File: src/rtl/lin_mode_pkg.sv
package lin_mode_pkg;

    typedef enum logic [1:0] {
        MODE_PWRON   = 2'd0,
        MODE_SLEEP   = 2'd1,
        MODE_STANDBY = 2'd2,
        MODE_NORMAL  = 2'd3
    } lin_mode_e;

    // filter slots in the filter bank
    localparam int unsigned FLT_SLEEP = 0;
    localparam int unsigned FLT_NORM  = 1;
    localparam int unsigned FLT_RWAKE = 2;
    localparam int unsigned FLT_LWAKE = 3;
    localparam int unsigned FLT_COUNT = 4;

endpackage

File: src/rtl/lin_hold_filter.sv
module lin_hold_filter #(
    parameter int unsigned HOLD = 8
) (
    input  logic clk,
    input  logic rst_n,
    input  logic active,
    output logic done
);
    localparam int unsigned CW   = $clog2(HOLD + 1);
    localparam logic [CW-1:0] LAST = CW'(HOLD - 1);

    logic [CW-1:0] cnt_q;

    always_ff @(posedge clk or negedge rst_n) begin
        if (!rst_n) begin
            cnt_q <= '0;
        end else if (!active) begin
            cnt_q <= '0;
        end else if (cnt_q != LAST) begin
            cnt_q <= cnt_q + 1'b1;
        end
    end

    // completes on the HOLD-th consecutive active sample
    assign done = active && (cnt_q == LAST);

    // counter never runs past its window
    p_count_in_range_r9: assert property (@(posedge clk) disable iff (!rst_n)
        cnt_q <= LAST);

    // an inactive sample restarts the window
    p_restart_on_idle_r2: assert property (@(posedge clk) disable iff (!rst_n)
        !active |=> (cnt_q == '0));

endmodule

File: src/rtl/lin_tx_guard.sv
module lin_tx_guard #(
    parameter int unsigned TIMEOUT = 20
) (
    input  logic clk,
    input  logic rst_n,
    input  logic in_normal,
    input  logic txd,
    output logic tx_ok
);
    localparam int unsigned CW   = $clog2(TIMEOUT + 1);
    localparam logic [CW-1:0] LAST = CW'(TIMEOUT - 1);

    logic [CW-1:0] low_q;
    logic          ok_q;

    always_ff @(posedge clk or negedge rst_n) begin
        if (!rst_n) begin
            low_q <= '0;
            ok_q  <= 1'b0;
        end else if (!in_normal) begin
            low_q <= '0;
            ok_q  <= 1'b0;
        end else if (txd) begin
            low_q <= '0;
            ok_q  <= 1'b1;
        end else begin
            if (low_q != LAST) low_q <= low_q + 1'b1;
            if (low_q == LAST) ok_q <= 1'b0;
        end
    end

    assign tx_ok = ok_q;

    // after a full dominant window the driver is off
    p_timeout_off_r11: assert property (@(posedge clk) disable iff (!rst_n)
        (in_normal && !txd && low_q == LAST) |=> !tx_ok);

endmodule

File: src/rtl/lin_mode_ctrl.sv
module lin_mode_ctrl
    import lin_mode_pkg::*;
#(
    parameter int unsigned T_SLEEP = 8,
    parameter int unsigned T_NORM  = 6,
    parameter int unsigned T_RWAKE = 10,
    parameter int unsigned T_LWAKE = 12,
    parameter int unsigned T_TXTO  = 20
) (
    input  logic       clk,
    input  logic       rst_n,
    input  logic       supply_ok,
    input  logic       slp_n,
    input  logic       txd,
    input  logic       bus_dom,
    input  logic       wake_n,
    output logic [1:0] mode,
    output logic       inh_en,
    output logic       term_en,
    output logic       tx_en,
    output logic       rxd,
    output logic       txd_pd_strong
);
    localparam int unsigned HOLD_TAB [FLT_COUNT] = '{T_SLEEP, T_NORM, T_RWAKE, T_LWAKE};

    lin_mode_e mode_q, mode_d;
    logic [FLT_COUNT-1:0] flt_act, flt_done;
    logic wake_req_q, wake_loc_q;
    logic tx_ok;

    // filter conditions, each gated by the mode it belongs to
    always_comb begin
        flt_act[FLT_SLEEP] = (mode_q == MODE_NORMAL) && !slp_n;
        flt_act[FLT_NORM]  = slp_n && ((mode_q == MODE_SLEEP) || (mode_q == MODE_PWRON) ||
                                       ((mode_q == MODE_STANDBY) && txd));
        flt_act[FLT_RWAKE] = (mode_q == MODE_SLEEP) && bus_dom;
        flt_act[FLT_LWAKE] = (mode_q == MODE_SLEEP) && !wake_n;
    end

    for (genvar g = 0; g < FLT_COUNT; g++) begin : g_flt
        lin_hold_filter #(.HOLD(HOLD_TAB[g])) u_flt (
            .clk    (clk),
            .rst_n  (rst_n),
            .active (flt_act[g]),
            .done   (flt_done[g])
        );
    end

    lin_tx_guard #(.TIMEOUT(T_TXTO)) u_guard (
        .clk       (clk),
        .rst_n     (rst_n),
        .in_normal (mode_q == MODE_NORMAL),
        .txd       (txd),
        .tx_ok     (tx_ok)
    );

    // next mode
    always_comb begin
        mode_d = mode_q;
        if (!supply_ok) begin
            mode_d = MODE_SLEEP;
        end else begin
            unique case (mode_q)
                MODE_PWRON:   if (flt_done[FLT_NORM]) mode_d = MODE_NORMAL;
                MODE_SLEEP: begin
                    if (flt_done[FLT_NORM])
                        mode_d = MODE_NORMAL;
                    else if (flt_done[FLT_LWAKE] || flt_done[FLT_RWAKE])
                        mode_d = MODE_STANDBY;
                end
                MODE_STANDBY: if (flt_done[FLT_NORM]) mode_d = MODE_NORMAL;
                MODE_NORMAL:  if (flt_done[FLT_SLEEP]) mode_d = MODE_SLEEP;
            endcase
        end
    end

    // state register and wake bookkeeping
    always_ff @(posedge clk or negedge rst_n) begin
        if (!rst_n) begin
            mode_q     <= MODE_PWRON;
            wake_req_q <= 1'b0;
            wake_loc_q <= 1'b0;
        end else begin
            mode_q <= mode_d;
            if (mode_q == MODE_SLEEP && mode_d == MODE_STANDBY) begin
                wake_req_q <= 1'b1;
                wake_loc_q <= flt_done[FLT_LWAKE];
            end else if (mode_q != MODE_STANDBY || slp_n) begin
                wake_req_q <= 1'b0;
                wake_loc_q <= 1'b0;
            end
        end
    end

    // outputs
    always_comb begin
        mode          = mode_q;
        inh_en        = (mode_q != MODE_SLEEP);
        term_en       = (mode_q != MODE_SLEEP);
        tx_en         = 1'b0;
        rxd           = 1'b1;
        txd_pd_strong = 1'b0;
        unique case (mode_q)
            MODE_PWRON, MODE_SLEEP: ;
            MODE_STANDBY: begin
                rxd           = !wake_req_q;
                txd_pd_strong = wake_loc_q;
            end
            MODE_NORMAL: begin
                rxd   = !bus_dom;
                tx_en = tx_ok;
            end
        endcase
    end

    // supply loss always lands in sleep
    p_supply_sleep_r4: assert property (@(posedge clk) disable iff (!rst_n)
        !supply_ok |=> (mode == 2'd1));

    // no sleep from normal while slp_n is high
    p_no_spurious_sleep_r2: assert property (@(posedge clk) disable iff (!rst_n)
        (mode == 2'd3 && supply_ok && slp_n) |=> (mode != 2'd1));

    // standby is entered only from sleep
    p_standby_from_sleep_r5: assert property (@(posedge clk) disable iff (!rst_n)
        (mode == 2'd2 && $past(mode) != 2'd2) |-> ($past(mode) == 2'd1));

    // wake flag and interrupt gone one cycle after slp_n rises
    p_flag_clear_r8: assert property (@(posedge clk) disable iff (!rst_n)
        (mode == 2'd2 && slp_n && supply_ok) |=> (!txd_pd_strong && (mode == 2'd3 || rxd)));

    // transmitter off on the first cycle of normal
    p_tx_off_entry_r10: assert property (@(posedge clk) disable iff (!rst_n)
        (mode == 2'd3 && $past(mode) != 2'd3) |-> !tx_en);

endmodule

File: config.mk
export PLATFORM = sky130hd
export DESIGN_NAME = lin_mode_ctrl
export DESIGN_NICKNAME = d
export VERILOG_FILES = /design/src/rtl/lin_mode_pkg.sv /design/src/rtl/lin_hold_filter.sv /design/src/rtl/lin_tx_guard.sv /design/src/rtl/lin_mode_ctrl.sv
export SDC_FILE = /design/constraint.sdc
export NUM_CORES = 1
export LEC_CHECK = 0
export BUFFER_PORTS_ARGS = -buffer_cell sky130_fd_sc_hd__buf_2
export CORE_MARGIN = 5
export CORE_UTILIZATION = 50
export DETAILED_ROUTE_END_ITERATION = 10
export GPL_TIMING_DRIVEN = 0
export MAX_ROUTING_LAYER = met4
export PLACE_DENSITY = 0.83
export SLEW_MARGIN = 20
export SYNTH_ARGS = -nofsm -noshare
export SYNTH_HDL_FRONTEND = slang
export SYNTH_SLANG_ARGS = --single-unit
File: constraint.sdc
create_clock -name clk -period 1.3 [get_ports clk]
set_input_delay 0.13 -clock clk [delete_from_list [all_inputs] [get_ports clk]]
set_output_delay 0.13 -clock clk [all_outputs]
set_load 0.01 [all_outputs]
==> out/results.tsv <==
stage	metric	value	unit
global_route	global-route wire length before repair	4310	um
routing	TritonRoute pass-1 iters	5	
cts	worst skew pair latency	0.31	ns
outcome	failing checks	negative setup slack	
cells_and_area	number of fill cells in the layout	187	
routing	via count	965	
timing	Final period util	107	%
cells_and_area	area grow syn2layout	23.9	%
routing	wire per inst	13.6	um
routing	starting DRC count in detailed routing	23	
cts	CTS tree	done	
power	maximum VDD drop	0.721	mV
timing	RSZ-0062 raised after global routing	true	
placed_design	PortBufs	13	
timing	Max-Slew Margin vs Limit	63.5	%
outcome	outcome	finished, violations left	
cts	TritonCTS Buffers	3	
timing	Max Slew Vio Count	0	
cts	root buf cell	clkbuf_4	
worst_setup_path	r2r worst-path depth	3	
floorplan	Die Ht	60.8	um
logic_synthesis	Mapped Nets	135	
global_route	gr usage total	15.8	%
logic_synthesis	Post-Syn Area per Cell	10.7	um2
worst_setup_path	Setup CP Type	reg2reg	
cts	htree depth	1	
global_route	vias in the first global route	1037	
power	pwr dens	830	nW/um2
cells_and_area	area occupied by registers	628	um2
worst_setup_path	CP startpoint kind	flip-flop	
timing	final setup margin	-0.0974	ns
logic_synthesis	synthesized cell area	1290	um2
worst_hold_path	Worst Hold Depth	2	
global_route	grt total ovfl	0	
cts	Clock Sinks	25	
cells_and_area	fin area	1600	um2
cts	Clock transition at path regs	0.13	ns
global_route	largest net degree at the start of global routing	26	
timing	fin crit period	1.40	ns
logic_synthesis	Post-Synthesis Cells	121	
floorplan	I/O pin total	14	
power	P_leak	0.784	nW
logic_synthesis	Seq cells post-synth	25	
timing	Max Freq	716	MHz
cells_and_area	layout cells sized above 1	34.4	%
floorplan	# rows	18	
timing	actual slew at the worst max-slew pin	0.548	ns
worst_setup_path	Critical Path RT	1.55	ns
floorplan	Die Footprint	3700	um2
cells_and_area	nets	166	
floorplan	Die Span X	60.8	um
floorplan	Starting Density	52.1	%
worst_hold_path	min-delay worst type	in2reg	
worst_setup_path	CP arrival	1.65	ns
logic_synthesis	Seq/Total Area, Yosys	48.5	%
flow_run	max-cap violations	0	
placed_design	hpwl dp	1720	um
worst_setup_path	CP max FO	8	
logic_synthesis	synth unique cells	33	
timing	clock skew	0.00385	ns
timing	endpoints failing hold	0	
worst_setup_path	Worst setup EP type	flip-flop	
global_route	initial antenna violation count	0	
routing	antenna-violating nets left	0	
routing	aggregate routed wire length	2470	um
cts	clock buffer depth	2	
placed_design	gpl congestion	0.701	
floorplan	Core Box Area	2480	um2
logic_synthesis	synth warn	0	
cells_and_area	Multi-input gate area	657	um2
placed_design	Area after DPL	1390	um2
cells_and_area	Util after Layout	64.5	%
routing	DRC	0	
timing	worst hold slack	0.0525	ns
routing	vias per cell	5.33	
timing	final setup vio count	7	
cells_and_area	# diodes	0	
-- stage by stage --
step	instances	power, W	setup WS (ns)	TNS (ns)
finish	181	0.00133	-0.0974	-0.473
global route	181	0.00141	-0.154	-1.02
CTS	176	0.00133	-0.147	-0.748
detailed placement	164	0.000974	-0.182	-0.623
global placement	164	0.000962	-0.141	-0.448
floorplan	121	0.000923	-0.115	-0.335
-- cell usage in the layout, fill, tap and decap left out, types with 2 or more instances in the layout --
cell      instances
dfrtp_1          23
nor2_1           22
buf_4            13
buf_2             8
nand3_1           7
buf_6             7
inv_1             5
nand3b_1          5
xnor2_1           5
xor2_1            5
mux2i_1           5
ha_1              5
nand2_1           3
clkbuf_4          3
and2b_2           2
a211oi_1          2
nor3_2            2
ha_2              2
dfrtp_2           2
-- worst paths after layout --
kind | start | end | slack [ns]
min in group asynchronous | rst_n | g_flt[0].u_flt.cnt_q[3] | 0.32
max in group asynchronous | rst_n | mode[1] | 0.59
setup reg to reg | mode[1] | mode[1] | -0.1
hold / removal | supply_ok | mode[0] | 0.05
hold reg to reg | wake_req_q | wake_req_q | 0.55
setup / recovery | mode[1] | mode[1] | -0.1
-- where the power goes --
group,internal [W],switching (W)
clock,0.000120,0.000213
combinational,0.0000805,0.0000849
sequential,0.000805,0.0000231
total,0.00100,0.000321
-- Yosys cell counts --
| cell | n | area, um2 |
|---|---|---|
| nand2_1 | 5 | 18.8 |
| buf_6 | 2 | 22.5 |
| mux2_2 | 1 | 11.3 |
| ha_1 | 7 | 87.6 |
| and2_1 | 1 | 6.26 |
| a22o_1 | 1 | 8.76 |
| a31o_2 | 1 | 8.76 |
| and3_2 | 1 | 7.51 |
| a32o_1 | 1 | 10.0 |
| xnor2_1 | 5 | 43.8 |
| nor3_1 | 3 | 15.0 |
| o21ai_0 | 2 | 10.0 |
| o211a_1 | 1 | 10.0 |
| buf_4 | 1 | 7.51 |
| or3_1 | 1 | 6.26 |
| nor2_1 | 22 | 82.6 |
| and2b_2 | 2 | 17.5 |
| or3b_1 | 1 | 8.76 |
| mux2i_1 | 5 | 50.1 |
| and4bb_2 | 1 | 12.5 |
| o2111ai_1 | 1 | 8.76 |
| dfrtp_1 | 25 | 626 |
| o211ai_1 | 1 | 7.51 |
| o221a_2 | 1 | 11.3 |
| a21oi_1 | 1 | 5.00 |
| nand3b_1 | 5 | 37.5 |
| a211oi_1 | 2 | 15.0 |
| nor2b_1 | 1 | 6.26 |
| inv_1 | 6 | 22.5 |
| xor2_1 | 5 | 43.8 |
| o22ai_4 | 1 | 20.0 |
| nand2b_1 | 1 | 6.26 |
| nand3_1 | 7 | 35.0 |
-- flip-flops by register name (all words and copies together) (netlist names) --
name and cells:
g_flt.u_flt.cnt_q 15, wake_req_q 1, u_guard.tx_ok 1, u_guard.low_q 5, wake_loc_q 1, mode 2
-- kinds of logic (layout without fill, tap and decap cells) --
logic type,Yosys count,after routing,share of synthesized area [%]
mux,6,6,4.75
fa+ha+maj,7,7,6.79
buf+inv,9,39,4.07
compound gates,13,13,8.92
simple gates,51,51,20.2
xor+xnor,10,10,6.79
flops,25,25,48.5
-- timing repair --
item                                   4_1_cts  5_1_grt
setup buffers                                8        6
resized for setup                           19        4
pin swaps                                   10        2
hold buffers                                 1        0
setup endpoints to repair                   10       22
endpoints found under the hold margin       25        0
-- layer usage --
layer | track usage [%] | wire length [um] | up-vias
met4 | 5.57 | 29 | 0
met2 | 26.3 | 1240 | 20
li1 | - | - | 474
met1 | 19.1 | 1070 | 467
met3 | 2.98 | 127 | 4
met5 | - | 0 | -
-- critical path, cell delays in order, from the launching register on --
cell,delay [ns]
dfrtp_2,0.49
or3b_4,0.43
o22ai_4,0.22
o221a_2,0.21
-- cell type report --
| cell class | instances | share of cell area (%) |
|---|---|---|
| Buffer | 1 | 0.470 |
| Inverter | 6 | 1.41 |
| Timing Repair Buffer | 28 | 13.7 |
| Clock buffer | 4 | 1.64 |
| Multi-Input combinational cell | 87 | 41.1 |
| Tap cell | 30 | 2.35 |
| Sequential cell | 25 | 39.3 |
Note: power is estimated with default switching activity, not from simulation.
